--- src/rtl/walk_pkg.sv ---
package walk_pkg;
  localparam int VA_W    = 32;
  localparam int PERM_W  = 12;
  localparam int DOM_W   = 4;
  localparam int DOM_LSB = 5;
  localparam int KIND_W  = 3;
  localparam int FLT_W   = 2;

  typedef enum logic [2:0] {
    ST_IDLE, ST_L1_REQ, ST_L1_WAIT, ST_L2_REQ, ST_L2_WAIT, ST_DONE
  } walkState_t;

  typedef enum logic [KIND_W-1:0] {
    MAP_SECTION = 3'd0, MAP_LARGE = 3'd1, MAP_SMALL = 3'd2,
    MAP_TINY = 3'd3, MAP_XSMALL = 3'd4
  } mapKind_t;

  typedef enum logic [FLT_W-1:0] {
    FLT_NONE = 2'd0, FLT_SECTION = 2'd1, FLT_PAGE = 2'd2
  } walkFault_t;

  typedef struct packed {
    logic capReq;
    logic capL1;
    logic capL2;
    logic useL2Addr;
  } walkStrobe_t;

  function automatic logic [VA_W-1:0] kindMask(input mapKind_t k);
    case (k)
      MAP_SECTION: kindMask = 32'hFFF0_0000;
      MAP_LARGE:   kindMask = 32'hFFFF_0000;
      MAP_TINY:    kindMask = 32'hFFFF_FC00;
      default:     kindMask = 32'hFFFF_F000;
    endcase
  endfunction
endpackage

--- src/rtl/walk_ctrl.sv ---
module walk_ctrl
  import walk_pkg::*;
(
  input  logic        clk,
  input  logic        rst_n,
  input  logic        walkReq,
  input  logic        extSmallEn,
  input  logic        memValid,
  input  logic [1:0]  memType,
  output walkStrobe_t strobe,
  output logic        memReq,
  output logic        walkDone,
  output logic        fillValid,
  output mapKind_t    kindQ,
  output walkFault_t  faultQ
);
  walkState_t stateQ, stateD;
  mapKind_t   kindD;
  walkFault_t faultD;
  logic       fineQ, fineD;
  logic       extQ, extD;

  always_comb begin
    stateD = stateQ;
    kindD  = kindQ;
    faultD = faultQ;
    fineD  = fineQ;
    extD   = extQ;
    case (stateQ)
      ST_IDLE: if (walkReq) begin
        extD   = extSmallEn;
        faultD = FLT_NONE;
        kindD  = MAP_SECTION;
        stateD = ST_L1_REQ;
      end
      ST_L1_REQ: stateD = ST_L1_WAIT;
      ST_L1_WAIT: if (memValid) begin
        case (memType)
          2'd0: begin faultD = FLT_SECTION; stateD = ST_DONE; end
          2'd2: begin kindD = MAP_SECTION; stateD = ST_DONE; end
          2'd1: begin fineD = 1'b0; stateD = ST_L2_REQ; end
          default: begin fineD = 1'b1; stateD = ST_L2_REQ; end
        endcase
      end
      ST_L2_REQ: stateD = ST_L2_WAIT;
      ST_L2_WAIT: if (memValid) begin
        stateD = ST_DONE;
        case (memType)
          2'd0: faultD = FLT_PAGE;
          2'd1: kindD = MAP_LARGE;
          2'd2: kindD = MAP_SMALL;
          default: begin
            if (fineQ)     kindD = MAP_TINY;
            else if (extQ) kindD = MAP_XSMALL;
            else           faultD = FLT_PAGE;
          end
        endcase
      end
      ST_DONE: stateD = ST_IDLE;
      default: stateD = ST_IDLE;
    endcase
  end

  always_ff @(posedge clk) begin
    if (!rst_n) begin
      stateQ <= ST_IDLE;
      kindQ  <= MAP_SECTION;
      faultQ <= FLT_NONE;
      fineQ  <= 1'b0;
      extQ   <= 1'b0;
    end else begin
      stateQ <= stateD;
      kindQ  <= kindD;
      faultQ <= faultD;
      fineQ  <= fineD;
      extQ   <= extD;
    end
  end

  always_comb begin
    strobe.capReq    = (stateQ == ST_IDLE) && walkReq;
    strobe.capL1     = (stateQ == ST_L1_WAIT) && memValid;
    strobe.capL2     = (stateQ == ST_L2_WAIT) && memValid;
    strobe.useL2Addr = (stateQ == ST_L2_REQ);
  end

  assign memReq    = (stateQ == ST_L1_REQ) || (stateQ == ST_L2_REQ);
  assign walkDone  = (stateQ == ST_DONE);
  assign fillValid = walkDone && (faultQ == FLT_NONE);
endmodule

--- src/rtl/walk_dpath.sv ---
module walk_dpath
  import walk_pkg::*;
(
  input  logic              clk,
  input  logic              rst_n,
  input  walkStrobe_t       strobe,
  input  logic [VA_W-1:0]   walkVa,
  input  logic [VA_W-1:14]  baseHi,
  input  logic [VA_W-1:0]   memData,
  input  mapKind_t          kind,
  input  walkFault_t        fault,
  output logic [VA_W-1:0]   memAddr,
  output logic [VA_W-1:0]   fillVa,
  output logic [VA_W-1:0]   fillPhys,
  output logic [PERM_W-1:0] fillPerm,
  output logic [DOM_W-1:0]  fillDomain,
  output logic [DOM_W-1:0]  faultDomain
);
  localparam logic [PERM_W-1:0] SECT_PERM_MASK = 12'hC0C;
  localparam logic [PERM_W-1:0] PAGE_PERM_MASK = 12'hFFC;

  logic [VA_W-1:0]  vaQ, l1Q, l2Q;
  logic [VA_W-1:14] baseQ;
  logic [VA_W-1:0]  l1Addr, l2Addr, mask, srcDesc;
  logic             fineTbl;

  always_ff @(posedge clk) begin
    if (!rst_n) begin
      vaQ   <= '0;
      baseQ <= '0;
      l1Q   <= '0;
      l2Q   <= '0;
    end else begin
      if (strobe.capReq) begin
        vaQ   <= walkVa;
        baseQ <= baseHi;
      end
      if (strobe.capL1) l1Q <= memData;
      if (strobe.capL2) l2Q <= memData;
    end
  end

  assign fineTbl = (l1Q[1:0] == 2'd3);
  assign l1Addr  = {baseQ, vaQ[31:20], 2'b00};
  assign l2Addr  = fineTbl ? {l1Q[31:12], vaQ[19:10], 2'b00}
                           : {l1Q[31:10], vaQ[19:12], 2'b00};
  assign memAddr = strobe.useL2Addr ? l2Addr : l1Addr;

  assign mask     = kindMask(kind);
  assign srcDesc  = (kind == MAP_SECTION) ? l1Q : l2Q;
  assign fillVa   = vaQ & mask;
  assign fillPhys = srcDesc & mask;
  assign fillPerm = (kind == MAP_SECTION) ? (l1Q[PERM_W-1:0] & SECT_PERM_MASK)
                                          : (l2Q[PERM_W-1:0] & PAGE_PERM_MASK);
  assign fillDomain  = l1Q[DOM_LSB +: DOM_W];
  assign faultDomain = (fault == FLT_PAGE) ? l1Q[DOM_LSB +: DOM_W] : '0;
endmodule

--- src/rtl/xlat_walker.sv ---
module xlat_walker
  import walk_pkg::*;
(
  input  logic        clk,
  input  logic        rst_n,
  input  logic        walkReq,
  input  logic [31:0] walkVa,
  input  logic [31:0] tableBase,
  input  logic        extSmallEn,
  output logic        memReq,
  output logic [31:0] memAddr,
  input  logic        memValid,
  input  logic [31:0] memData,
  output logic        walkDone,
  output logic [1:0]  faultCode,
  output logic [3:0]  faultDomain,
  output logic        fillValid,
  output logic [31:0] fillVa,
  output logic [31:0] fillPhys,
  output logic [11:0] fillPerm,
  output logic [3:0]  fillDomain,
  output logic [2:0]  fillKind
);
  walkStrobe_t strobe;
  mapKind_t    kindQ;
  walkFault_t  faultQ;

  walk_ctrl u_ctrl (
    .clk(clk), .rst_n(rst_n), .walkReq(walkReq), .extSmallEn(extSmallEn),
    .memValid(memValid), .memType(memData[1:0]), .strobe(strobe),
    .memReq(memReq), .walkDone(walkDone), .fillValid(fillValid),
    .kindQ(kindQ), .faultQ(faultQ)
  );

  walk_dpath u_dpath (
    .clk(clk), .rst_n(rst_n), .strobe(strobe), .walkVa(walkVa),
    .baseHi(tableBase[31:14]), .memData(memData), .kind(kindQ), .fault(faultQ),
    .memAddr(memAddr), .fillVa(fillVa), .fillPhys(fillPhys),
    .fillPerm(fillPerm), .fillDomain(fillDomain), .faultDomain(faultDomain)
  );

  assign faultCode = faultQ;
  assign fillKind  = kindQ;
endmodule

--- config.mk ---
export PLATFORM = sky130hd
export DESIGN_NAME = xlat_walker
export DESIGN_NICKNAME = d
export VERILOG_FILES = /design/src/rtl/walk_pkg.sv /design/src/rtl/walk_ctrl.sv /design/src/rtl/walk_dpath.sv /design/src/rtl/xlat_walker.sv
export SDC_FILE = /design/constraint.sdc
export NUM_CORES = 1
export LEC_CHECK = 0
export ABC_AREA = 1
export BUFFER_PORTS_ARGS = -buffer_cell sky130_fd_sc_hd__buf_2
export CAP_MARGIN = 20
export CORE_UTILIZATION = 46
export CTS_BUF_LIST = sky130_fd_sc_hd__clkbuf_8 sky130_fd_sc_hd__clkbuf_16
export CTS_CLUSTER_DIAMETER = 120
export DETAILED_ROUTE_END_ITERATION = 7
export PLACE_DENSITY = 0.8
export SETUP_SLACK_MARGIN = 0.05
export SLEW_MARGIN = 20
export SYNTH_ARGS = -nofsm -noshare
export SYNTH_HDL_FRONTEND = slang
export SYNTH_SLANG_ARGS = --single-unit
--- constraint.sdc ---
create_clock -name clk -period 2.2 [get_ports clk]
set_input_delay 0.11 -clock clk [delete_from_list [all_inputs] [get_ports clk]]
set_output_delay 0.11 -clock clk [all_outputs]
set_load 0.02 [all_outputs]
[Yosys cells after proc, flatten, opt, wreduce, memory -nomap -nowiden]
Index checks and enable logic that the tools add are counted.
Word-level totals
  register bits after elaboration: 124
  logic and storage cells: 78
  bits of input ports: 101
  output and inout port bits: 124
Operators by class
  bitwise operators: 3
  reductions and logical operators: 17
  muxes and demuxes: 28
  eq/ne operators: 21
Operators with widths (count)
  AND 32 bit: 2
  2-to-1 mux 32 bit: 2
  case mux 20 bit (3 select lines): 1
  2-to-1 mux 3 bit: 10
  2-to-1 mux 12 bit: 2
  case mux 3 bit (3 select lines): 2
  case mux 3 bit (5 select lines): 1
  != test 2 bit (second input constant): 7
  2-to-1 mux 2 bit: 6
  == test 3 x 2 -> 1 bit (second input constant): 3
  AND reduction 8 bit: 1
  AND reduction 7 bit: 1
  == test 2 bit (second input constant): 3
  == test 3 x 1 -> 1 bit (second input constant): 2
  == test 3 bit (second input constant): 2
  zero test 3 bit: 2
  != test 3 bit (second input constant): 2
  case mux 2 bit (3 select lines): 1
  AND reduction 3 bit: 2
  != test 5 x 3 -> 1 bit (second input constant): 1
  logical AND 1 bit: 4
  zero test 2 bit: 2
  2-to-1 mux 4 bit: 1
  case mux 2 bit (2 select lines): 1
  other kinds (7): 8

[Longest topological paths before layout]
Gate-level depths: netlist of the first run.
  depth after elaboration: 5
  depth in mapped cells: 10
  mapped depth without buffers: 10

[Modules after synthesis]
A second synthesis of the first run with hierarchy kept.
Second synthesis, totals
  cells, all modules: 785
  area total of the unflattened synthesis: 5290.1 µm²
Modules (own cells, without submodules)
  walk_dpath: instances 1, sequential area each 2001.9 µm², area an instance 4590.7 µm², cells an instance 678
  walk_ctrl: instances 1, sequential area each 200.2 µm², area an instance 699.4 µm², cells an instance 107

[Worst setup path before layout of the first run]
Ideal clock, no wire load.
  path type: reg2out
  start: reg u_ctrl.kindQ[2]
  end: out fillPhys[10]
  arrival: 1852 ps
  setup slack: 238 ps
  data required time: 2090 ps
  cell stages (with the launch flop): 7
  cells stage by stage: dfxtp_1 -> nor2_2 -> nand2_1 -> buf_2 -> o21ai_0 -> inv_1 -> nor2_1
Between the ends
  cells in the longest elaborated chain, start to end: 3
  elaborated cells on any way between the ends: 6
RTL lines
  from (decl): RTL line walk_ctrl.sv:14  | output mapKind_t kindQ,
  from (signal assigned): RTL line walk_ctrl.sv:73  | kindQ <= kindD;
  == test 3 x 2 -> 1 bit, or another cell as far along: RTL line walk_pkg.sv:30  | case (k)
  case mux 20 bit (3 select lines) or 2-to-1 mux 32 bit (tied branches): RTL line walk_pkg.sv:30, walk_dpath.sv:50
  AND 32 bit (*): RTL line walk_dpath.sv:52  | assign fillPhys = srcDesc & mask;
  to (decl): RTL line xlat_walker.sv:19  | output logic [31:0] fillPhys,
Every way passes the cells marked *; elsewhere a longest branch is shown, timed or not.

[Final worst setup path of the first run]
  start: reg u_ctrl.stateQ[2]
  end: out memAddr[6]
Between the ends
  cells in the longest elaborated chain, start to end: 2
RTL lines
  from (decl): RTL line walk_ctrl.sv:17  | walkState_t stateQ, stateD;
  from (signal assigned): RTL line walk_ctrl.sv:72  | stateQ <= stateD;
  == test 3 x 2 -> 1 bit: RTL line walk_ctrl.sv:84  | strobe.useL2Addr = (stateQ == ST_L2_REQ);
  2-to-1 mux 32 bit: RTL line walk_dpath.sv:47  | assign memAddr = strobe.useL2Addr ? l2Addr : l1Addr;
  to (decl): RTL line xlat_walker.sv:11  | output logic [31:0] memAddr,
No other way between the ends.

==> results of run 1 <==
[registers in the layout (all words and copies together) (netlist names)]
name           flops
u_dpath.l1Q       30
u_dpath.l2Q       30
u_dpath.vaQ       22
u_dpath.baseQ     18
u_ctrl.kindQ       3
u_ctrl.stateQ      3
u_ctrl.faultQ      2
u_ctrl.extQ        1
u_ctrl.fineQ       1
[synthesized netlist by cell type]
cell type,count,area (µm²)
sky130_fd_sc_hd__nor2_1,64,240
sky130_fd_sc_hd__nor3_1,2,10.0
sky130_fd_sc_hd__o21ai_0,116,581
sky130_fd_sc_hd__nand2_1,70,263
sky130_fd_sc_hd__conb_1,1,3.75
sky130_fd_sc_hd__o21ai_1,28,140
sky130_fd_sc_hd__inv_1,91,342
sky130_fd_sc_hd__a21oi_1,106,531
sky130_fd_sc_hd__nor4_1,2,12.5
sky130_fd_sc_hd__buf_1,1,3.75
sky130_fd_sc_hd__buf_2,9,45.0
sky130_fd_sc_hd__a211oi_1,2,15.0
sky130_fd_sc_hd__clkinv_1,2,7.51
sky130_fd_sc_hd__inv_2,5,18.8
sky130_fd_sc_hd__o211ai_1,1,7.51
sky130_fd_sc_hd__nand4_1,2,12.5
sky130_fd_sc_hd__a31oi_1,1,6.26
sky130_fd_sc_hd__o22ai_1,1,6.26
sky130_fd_sc_hd__nand2_2,4,25.0
sky130_fd_sc_hd__dfxtp_1,110,2200
sky130_fd_sc_hd__nand3_2,1,10.0
sky130_fd_sc_hd__ha_1,3,37.5
sky130_fd_sc_hd__nand3_1,26,130
sky130_fd_sc_hd__buf_6,4,45.0
sky130_fd_sc_hd__nor2_2,2,12.5
sky130_fd_sc_hd__nand3b_1,1,7.51
sky130_fd_sc_hd__buf_4,43,323
sky130_fd_sc_hd__nor2_4,2,22.5
sky130_fd_sc_hd__clkbuf_1,27,101
[repair_timing]
action,4_1_cts,5_1_grt
hold buffers,6,1
endpoints found under the setup margin,1,18
buffers inserted,0,0
endpoints found under the hold margin,6,1
resized for setup,1,5
[power by group through the flow]
stage	combinational (mW)	clock [mW]	sequential, mW
finish	2.20	1.16	2.45
global route	2.43	1.30	2.49
CTS	2.20	1.20	2.45
detailed placement	2.19	0	2.49
global placement	2.17	0	2.48
floorplan	1.59	0	2.48
[area by class of cell]
type	count	area share, %
sequential	110	35.7
inverter	98	5.99
tap	140	2.83
clock buffer	10	2.23
multi-input combinational	458	35.0
clock inverter	6	0.749
antenna	1	0.0405
timing repair buffer	195	17.4
[how the worst min path moves through the flow]
stage                                    to  slack (ns)   startpoint
2_1_floorplan   u_dpath.l1Q[2]$_SDFFE_PN0P_        0.26   memData[2]
5_1_grt        u_dpath.l2Q[27]$_SDFFE_PN0P_       0.008  memData[27]
3_5_place_dp    u_dpath.l1Q[2]$_SDFFE_PN0P_        0.37   memData[2]
3_3_place_gp    u_dpath.l1Q[3]$_SDFFE_PN0P_        0.36   memData[3]
4_1_cts        u_dpath.l1Q[17]$_SDFFE_PN0P_       0.001  memData[17]
6_report       u_dpath.vaQ[21]$_SDFFE_PN0P_        0.02   walkVa[21]
[worst max-delay path, stage by stage (launching register included)]
cell	delay, ns
sky130_fd_sc_hd__dfxtp_2	0.41
sky130_fd_sc_hd__nor2_2	0.20
sky130_fd_sc_hd__nand2_4	0.14
sky130_fd_sc_hd__buf_12	0.19
sky130_fd_sc_hd__a21oi_1	0.11
sky130_fd_sc_hd__o21ai_0	0.10
sky130_fd_sc_hd__o21ai_0	0.11
sky130_fd_sc_hd__buf_2	0.19
[kinds of logic (layout without fill, tap and decap cells)]
group           count (synthesis)  count (layout)
compound gates                255             255
buf+inv                       182             309
simple gates                  176             176
flops                         110             110
fa+ha+maj                       3               3
other cells                     1              25
[stage by stage]
stage,std cells,hold WS [ns],util [%]
after CTS,1016,0.00111,56.6
after global routing,1018,0.00833,56.8
final,1018,0.0246,56.8
after global placement,994,0.362,54.3
after detailed placement,994,0.365,54.3
after floorplan,750,0.256,-
[routing by layer]
layer  GRT usage, %  wire length, µm  up-vias
met2           38.0             6270      157
met3           4.54              724       26
li1               -                -     2579
met1           28.5             6010     2245
met4           9.20              322        2
met5              0               13        -
==> results.txt, run 1 <==
The fraction of final layout cells with drive strength greater than 1 is 25.1%. The number of DRC violations after detailed routing is 0. The worst flop-to-flop path startpoint is u_ctrl.stateQ[1]$_SDFFE_PN0P_. The root cell of the clock tree is sky130_fd_sc_hd__clkbuf_8. The count of final setup violators came out at 0. The HPWL reported at the end of detailed placement is approximately 9500 µm. The routed wirelength normalized by instance count is approximately 13 µm. The ratio of final minimum period to clock period came out at between 80% and 90%. The final number of hold-violating endpoints is 0. The die covers 11600 µm².

Measured against the total synthesized area, the mux share comes to 0%. The worst register-to-register path ends at u_dpath.l2Q[29]$_SDFFE_PN0P_. In this run the worst setup path begins at u_ctrl.stateQ[2]$_SDFFE_PN0P_. IR analysis of the VDD net gives a maximum drop of between 0.5 and 0.6 mV. The xor and xnor fraction of the mapped netlist area is 0%. The total number of yosys warnings came out at 0. The flip-flop and latch count after synthesis is 110. The via count normalized by instance count came out at a little under 5. Summing all multi-input logic gate instances after layout gives roughly 2200 µm². In this run the worst hold path is classified as in -> reg. The design area came out at just over 6000 µm². The transition time of the tightest slew-check pin came out at roughly 0.8 ns. The detailed-router iteration count before antenna repair is 4.

The global-route total usage across every layer came out at 22.7%. The number of top-level pins is 225. The start-to-end type of the worst setup path is reg -> out. The setup skew after layout came out at around 0.010 ns. The worst setup path is launched from a flop. Based on the critical path, the design can be clocked at up to 519 MHz.

Subtracting the final worst setup slack from the clock period gives between 1.5 and 2 ns. Measured along the y axis, the die boundary spans ~110 µm. The total wirelength of the detailed-routed design came out at ~13000 µm. After synthesis, the largest family of logic cells by area is compound AO/OA/AOI/OAI gates. In this run switching power makes up about two fifths of total power.

Data on the critical path arrives at its endpoint at roughly 1.8 ns. The clock-pin slew reported for the worst setup and hold paths after clock tree synthesis is 0.11 ns. Across the run, the number of max-cap violations was 0.

Entering global routing, the biggest net connects 93 pins. Setup repair after global routing left no endpoint under its margin. The total via count after detailed routing came out at between 5000 and 6000. The internal power summed over all cells is about 3.4 mW. The highest fanout seen on the critical path is 29.

The most critical setup path has its endpoint at memAddr[6]. The number of H-tree levels came out at 3. Once detail routing completed, the nets flagged for antenna violations numbered 0. Averaged over all synthesized cells, the footprint is between 7 and 8 µm². The overall power consumption is around 5.8 mW. The initial antenna violation count came out at 2. The top cell types in the final layout, fill and taps aside, are sky130_fd_sc_hd__buf_2 (176), sky130_fd_sc_hd__o21ai_0 (116), sky130_fd_sc_hd__dfxtp_1 (108). TritonCTS built the clock tree. The count of standard-cell rows is 38. The required time of the worst setup path came out at about 2.1 ns.

The number of nets in the layout came out at a little under 1000. The worst setup path is captured at a primary output. The number of pins exceeding their max-slew limit in the final report was 0. The gate count after technology mapping is between 700 and 800. The area fraction in compound gates after synthesis came out at between 20 and 25%. The wire length of the first global-routing pass is roughly 21000 µm. The depth of the worst hold-timing path is 3. The number of cell instances on the worst register-to-register path came out at 7.

The share of synthesized cell area in and, or, nand and nor gates came out at 14.4%. The number of sinks handled by clock tree synthesis is 110. The share of total power in the clock network is 19.9%. The number of global-route vias before repair is between 4000 and 5000.

The logic gate share of total power came out at between 30% and 40%. The count of buffers from port buffering is ~180. The worst slack at placement is between 0.4 and 0.5 ns. The run finished with clean final reports. In this run, CTS created clock tree buffers numbering 9. Measured against its own limit, the worst slew margin works out to approximately 47%. The number of buffers on the longest clock path is 2. The minimum setup slack among reg-to-reg paths is ~0.49 ns. The post-synth design cell area came out at between 5000 and 6000 µm². The flip-flop and latch area came out at 2210 µm². The sum of overflow across all layers after global routing is 0. Once the floorplan was initialized, standard cells occupied a little under half of the core. The core box area is 10900 µm². After filler insertion, the fill cell instance count of the layout stands at 1051.

The power per unit of standard cell area came out at 940 nW/µm². The distinct cell type count after synthesis came out at 29. The sequential share of power is ~42%. The clock network latency to the later pin of the worst-skew pair is between 0.3 and 0.4 ns. The leakage component of the power is ~2.8 nW.

The standard cell area after detailed placement is between 5000 and 6000 µm². The layout overhead on the synthesized area came out at 19.8%. The final worst slack came out at roughly 0.27 ns. The post-synthesis adder-cell area fraction came out at less than 1%. The die outline width came out at ~110 µm. The final weighted congestion in routability-driven placement came out at roughly 0.86. The switching power of the nets came out at roughly 2.4 mW.

The library cell used most frequently in the layout, excluding fill and tap cells, is sky130_fd_sc_hd__buf_2. The aggregate negative setup slack came out at 0 ns. The starting DRC count in detailed routing came out at 292. The register area share after synthesis came out at 42.7%.
No activity file was read; power rests on OpenSTA's default activity.
==> inputs of run 2 (changes only) <==
--- a/config.mk
+++ b/config.mk
@@ -14,7 +14,7 @@
 export DETAILED_ROUTE_END_ITERATION = 7
 export PLACE_DENSITY = 0.8
 export SETUP_SLACK_MARGIN = 0.05
-export SLEW_MARGIN = 20
+export SLEW_MARGIN = 10
 export SYNTH_ARGS = -nofsm -noshare
 export SYNTH_HDL_FRONTEND = slang
 export SYNTH_SLANG_ARGS = --single-unit
==> constraint.sdc (replaced) <==
create_clock -name clk -period 2 [get_ports clk]
set_input_delay 0.1 -clock clk [delete_from_list [all_inputs] [get_ports clk]]
set_output_delay 0.1 -clock clk [all_outputs]
set_load 0.02 [all_outputs]
==> results.txt, run 2 (synthesis gave the netlist of run 1 again) <==
The commonest non-fill, non-tap cell in the layout is sky130_fd_sc_hd__buf_2. The clock network latency to the later pin of the worst-skew pair is between 0.3 and 0.4 ns. The count of standard-cell rows is 38. The initial antenna violation count is 0.

The initial standard-cell utilization of the core is a little under half. The number of nets in the layout came out at around 990. Clock-pin slew was measured on the worst setup and hold paths at roughly 0.1 ns. The worst path uses between 90 and 100% of the clock period. CTS saw 110 sinks.

The vertical die dimension is 108 µm. The total of max-cap violations is 0. The setup skew after layout came out at 0.0119 ns. The fraction of final layout cells with drive strength greater than 1 came out at between 20% and 30%. The sum of overflow across all layers after global routing came out at 0. The critical path goes through inv_2 > nor2_4 > nand2_4 > buf_6 > o21ai_0 > buf_2.

The longest individual stage delay on the worst path is between 0.3 and 0.4 ns. Cells fill between 50% and 60% of the core in the end. The largest registers in the layout are u_dpath.l1Q x30, u_dpath.l2Q x30, u_dpath.vaQ x22. The cell sitting at the root of the clock tree is a sky130_fd_sc_hd__clkbuf_8. The antenna diode count is 0. The die area is between 10000 and 15000 µm². The arrival time at the worst endpoint is approximately 1.8 ns. Grouping stages by cell kind, the critical path spends the most delay in buffers and inverters. The worst setup path is launched from a flop. The detailed-router iteration count before antenna repair is 5. For this design, the slowest cell found on the critical path is sky130_fd_sc_hd__dfxtp_4. In this run the count of I/O pins placed on the die edge is 225. The starting DRC count in detailed routing is 310. In the routed layout, each cell is associated on average with a via count of roughly 4.9. The wire length of the first global-routing pass came out at between 20000 and 25000 µm. The highest fanout seen on the critical path came out at 24. The die outline width came out at approximately 110 µm. The final critical path time including I/O delays and setup is 1.93 ns. The total via count after detailed routing came out at 5066. In this run the tool buffered the top-level ports with 176 buffer cells. Setup repair after global routing could not meet its margin everywhere.

The kind of path behind the tightest hold check is in -> reg. The region available for standard cell placement spans 10900 µm². The run finished with clean final reports.

The number of global-route vias before repair is roughly 4300. The maximum achievable frequency came out at roughly 520 MHz. The final layout contains routed wiring with a total length of 13600 µm.

The power per unit of standard cell area is between 1000 and 1500 nW/µm². The required time of the worst setup path is 1.90 ns. The standard cell area after detailed placement came out at between 5000 and 6000 µm².

The number of DRC violations after detailed routing came out at 0. The type of destination of the critical path is a primary output. The number of H-tree levels is 3.

From synthesis to final layout, the design area changed by 24.4%. Across every metal layer, demand over resource in global routing totals between 20% and 30%. Counting the buffers created by CTS gives 9. With fillers left out, the area of the finished cells amounts to approximately 6400 µm².

The final number of hold-violating endpoints is 0. The number of nets with antenna violations after detailed routing is 0. The count of buffer and inverter cells on the critical path came out at 3.

The wire-length estimate of the detail-placed layout is a little over 9000 µm. The CTS tree is done. In the layout the commonest cells are sky130_fd_sc_hd__buf_2 (175), sky130_fd_sc_hd__o21ai_0 (114), sky130_fd_sc_hd__dfxtp_1 (108). The worst setup path is of the reg -> out kind. The leakage component of the power is 2.88 nW. The number of pins exceeding their max-slew limit in the final report came to 0. Setup violations remaining at the end of the flow were counted as 0. The final weighted congestion in routability-driven placement came out at about 0.87. The routed wirelength normalized by instance count is between 10 and 15 µm. The aggregate negative setup slack came out at 0 ns. The number of buffers on the longest clock path came out at 2.

The largest net degree at the start of global routing is slightly above 80. Across the VDD grid, the largest voltage drop is approximately 0.52 mV.
## run 2: repair_timing
action / 4_1_cts / 5_1_grt
buffers inserted: 1 / 3
resized for setup: 5 / 14
pin swaps: 1 / 1
hold endpoints to repair: 25 / 0
endpoints found under the setup margin: 57 / 34
cloned: 0 / 1
hold buffers: 22 / 0
## run 2: area by class of cell
cell class                 instances  area [µm²]
timing repair buffer             212        1260
multi-input combinational        459        2200
clock inverter                     5        66.3
clock buffer                      10         138
fill                            1038        4470
sequential                       110        2210
tap                              140         175
inverter                          98         377
## run 2: where the power goes
part	switching, mW	internal, mW
clock network	0.764	0.623
logic	1.71	0.837
registers	0.191	2.52
total	2.67	3.98
## run 2: worst paths after layout
check                            startpoint                             end  slack (ns)  depth (start not counted)
max           u_ctrl.stateQ[0]$_SDFFE_PN0P_                     memAddr[28]        0.07                          6
min                             memData[20]    u_dpath.l2Q[20]$_SDFFE_PN0P_        0.01                          3
max reg2reg   u_ctrl.stateQ[1]$_SDFFE_PN0P_     u_dpath.l1Q[0]$_SDFFE_PN0P_        0.25                          8
min reg2reg  u_dpath.baseQ[30]$_SDFFE_PN0P_  u_dpath.baseQ[30]$_SDFFE_PN0P_        0.45                          2
## run 2: routing by layer
metal / share of wire, % / GRT usage [%] / wire length (µm)
met5: 0 / 0 / 0
met3: 5.1 / 3.69 / 695
met2: 47 / 36.8 / 6330
met1: 45 / 29.0 / 6140
met4: 3.0 / 10.8 / 406
## run 2: worst register-to-register path, delay by kind of cell, from the launching register on
| family | cells | cell delay, ns |
|---|---|---|
| AO/OA/AOI/OAI | 2 | 0.26 |
| buffers and inverters | 3 | 0.54 |
| flip-flops | 1 | 0.58 |
| AND/OR/NAND/NOR | 3 | 0.32 |
## run 2: stage by stage
step,hold WS [ns],power [mW],instances,setup slack [ns]
CTS,0.00000144,6.56,1030,0.0586
finish,0.0122,6.65,1034,0.0740
global route,0.00787,7.09,1034,0.00501
floorplan,0.246,4.48,750,0.0479
detailed placement,0.364,5.09,992,0.179
global placement,0.354,5.06,992,0.211
==> inputs of run 3 (changes only) <==
--- a/config.mk
+++ b/config.mk
@@ -8,12 +8,13 @@
 export ABC_AREA = 1
 export BUFFER_PORTS_ARGS = -buffer_cell sky130_fd_sc_hd__buf_2
 export CAP_MARGIN = 20
+export CORE_MARGIN = 8
 export CORE_UTILIZATION = 46
 export CTS_BUF_LIST = sky130_fd_sc_hd__clkbuf_8 sky130_fd_sc_hd__clkbuf_16
 export CTS_CLUSTER_DIAMETER = 120
 export DETAILED_ROUTE_END_ITERATION = 7
+export GPL_TIMING_DRIVEN = 0
 export PLACE_DENSITY = 0.8
-export SETUP_SLACK_MARGIN = 0.05
 export SLEW_MARGIN = 10
 export SYNTH_ARGS = -nofsm -noshare
 export SYNTH_HDL_FRONTEND = slang
==> results.txt, run 3 (synthesis gave the netlist of run 1 again) <==
The final route contains ~5400 vias. The die area came out at about 15000 µm². The layout filler cell count is 1042. The largest registers in the layout are u_dpath.l1Q x30, u_dpath.l2Q x30, u_dpath.vaQ x22. The fraction of final layout cells with drive strength greater than 1 came out at ~29%. The number of placed instances, taps included, is roughly 1100. The final weighted congestion in routability-driven placement is around 0.92. Before antenna repair, the detailed router went through 5 iterations. The number of nets with antenna violations after detailed routing is 0. Global routing used ~22% of the available tracks. Counting every sink on the clock net gives 110. The required time of the worst setup path came out at 1.90 ns. Of the available clock period, the critical path in the final layout requires just under 100%. The final design utilization is approximately three fifths. The first routing iteration left around 480 violations.

After layout, the worst setup slack is 0.0703 ns. The maximum achievable frequency is around 520 MHz. The HPWL reported at the end of detailed placement came out at about 13000 µm. The depth of the worst hold-timing path is 3. The initial standard-cell utilization of the core came out at a little under half.

Leaving out fill and tap cells, the most frequent cell in the layout is sky130_fd_sc_hd__buf_2. The clock-pin slew reported for the worst setup and hold paths after clock tree synthesis is 0.11 ns. The minimum setup slack among reg-to-reg paths is between 0.3 and 0.4 ns.

The total of max-cap violations is 0. The count of final setup violators came out at 0. Across the whole layout, storage elements account for 2200 µm². The wire length of the first global-routing pass came out at around 26000 µm. The most critical setup path has its startpoint at u_ctrl.stateQ[2]$_SDFFE_PN0P_. The count of buffers from port buffering is ~180. The count of buffer and inverter cells on the critical path came out at 3.

The worst hold path belongs to the class in -> reg. The number of top-level pins came out at between 200 and 250. The signal on the critical path passes through buf_4 > nor2_4 > nand2_4 > buf_8 > a21oi_1 > o21ai_0 > o21ai_0 > buf_2. The worst setup path is launched from a flop. The final number of hold-violating endpoints is 0. The smallest clock period supported by the final layout is computed as slightly below 2 ns. The final cell count without fillers is 1099. The sum of overflow across all layers after global routing is 0. Buffers inserted during clock tree synthesis total 9. STA classifies the critical path endpoint as a primary output. The count of standard-cell rows is 38.

The start-to-end type of the worst setup path is reg -> out. The run finished with clean final reports. TritonCTS built the clock tree. The kind of cell adding the most delay to the critical path is buffers and inverters.

The area of combinational cells with multiple inputs is about 2200 µm². The worst register-to-register path begins at u_ctrl.stateQ[1]$_SDFFE_PN0P_. Setup repair after global routing left no endpoint under its margin. The tree is rooted in a sky130_fd_sc_hd__clkbuf_8.

The die outline width is ~120 µm. The routed wirelength normalized by instance count came out at between 15 and 20 µm. The worst slack at placement is around 0.0075 ns. The largest single stage delay on the critical path is about 0.35 ns. The number of global-route vias before repair was 5160. In this run the standard cell core region covers between 10000 and 15000 µm².

The number of pins exceeding their max-slew limit in the final report is 0. On the critical path, the stage with the largest delay is an instance of sky130_fd_sc_hd__dfxtp_2. In the final timing run, aggregate negative setup slack is 0 ns. In the layout the commonest cells are sky130_fd_sc_hd__buf_2 (176), sky130_fd_sc_hd__dfxtp_1 (108), sky130_fd_sc_hd__o21ai_0 (105), sky130_fd_sc_hd__a21oi_1 (105), sky130_fd_sc_hd__inv_1 (91). The highest fanout seen on the critical path came out at 10. Summed over all cells, the static leakage comes to 3.11 nW.

The end point of the worst hold path is u_dpath.l2Q[24]$_SDFFE_PN0P_. The number of nets in the layout is roughly 1100. The number of cell instances on the worst register-to-register path is 6. The layout overhead on the synthesized area is 30.2%. In this run the vertical extent of the chip is 122 µm. In this run the critical register-to-register path is captured at u_dpath.l2Q[2]$_SDFFE_PN0P_. The number of H-tree levels came out at 3. Summed over all layers, the routed wires come to between 15000 and 20000 µm.

The initial antenna violation count is 2. The arrival time at the worst endpoint came out at around 1.8 ns. The cell occurring most often along the worst timing path is sky130_fd_sc_hd__o21ai_0. Entering global routing, the biggest net connects 18 pins. The launch instance of the worst min-delay path is memData[24]. The relative slew slack came out at between 60% and 70%. Power spread over the standard cell area amounts to about 1000 nW/µm². The via count normalized by instance count came out at 4.93. The clock network latency to the later pin of the worst-skew pair came out at about 0.36 ns.

The transition time of the tightest slew-check pin is ~0.57 ns. The worst-case vdd ir drop came out at approximately 0.61 mV. The number of DRC violations after detailed routing came out at 0. Clock skew on the completed layout was measured at 0.0132 ns. The overall power consumption is between 6 and 7 mW. The number of buffers on the longest clock path came out at 2.
[run 3: changes by cell type in the layout (fill, tap and decap cells not counted), sizes merged]
cell	change
buf	+46
clkbuf	+30
dlygate4sd3	-10
clkinv	+3
inv	-2
bufinv	-1
clkinvlp	-1
diode	+1
nand2	-1
[run 3: metal layers]
metal / wire length [µm] / share of wire [%] / GRT usage, % / vias to the layer above
met5: 13 / 0.076 / 0 / -
met2: 8030 / 47 / 37.2 / 203
li1: - / - / - / 2750
met4: 469 / 2.8 / 8.33 / 2
met1: 7090 / 42 / 26.7 / 2435
met3: 1420 / 8.4 / 5.00 / 31
[run 3: how the worst max path moves through the flow]
stage	to	slack, ns	cells past startpoint
5_1_grt	memAddr[5]	0.0009	8
3_5_place_dp	fillPhys[31]	0.007	6
4_1_cts	memAddr[30]	0.003	7
2_1_floorplan	fillPhys[10]	0.05	6
3_3_place_gp	fillPhys[31]	0.04	6
6_report	memAddr[5]	0.07	8
[run 3: cell type report]
type / instances / area share, %
Tap cell: 140 / 2.61
Sequential cell: 110 / 32.8
Buffer: 84 / 8.06
Timing Repair Buffer: 192 / 15.7
Clock buffer: 12 / 2.46
Clock inverter: 4 / 0.447
Inverter: 98 / 5.51
Antenna cell: 1 / 0.0372
Multi-Input combinational cell: 458 / 32.4
[run 3: stage by stage]
step	hold slack, ns	area (µm²)
6_report	0.00685	6720
3_3_place_gp	0.352	6300
4_1_cts	0.000551	6640
5_1_grt	0.000318	6720
2_1_floorplan	0.246	5250
3_5_place_dp	0.357	6300
[run 3: repair_timing]
| action | 4_1_cts | 5_1_grt |
|---|---|---|
| pin swaps | 1 | 1 |
| endpoints found under the setup margin | 56 | 43 |
| resized for setup | 8 | 33 |
| buffers inserted | 2 | 3 |
| hold buffers | 11 | 1 |
| hold endpoints to repair | 12 | 1 |
[run 3: worst min-delay path: cells and delay by family]
family,cells,cell delay [ns]
compound gates,1,0.06
buf+inv,1,0.11
simple gates,1,0.07
[run 3: power breakdown]
part	switching, mW	internal (mW)	leakage [nW]
sequential	0.182	2.52	0.900
combinational	1.85	0.922	2.11
clock	0.759	0.559	0.0986
total	2.80	4.00	3.11
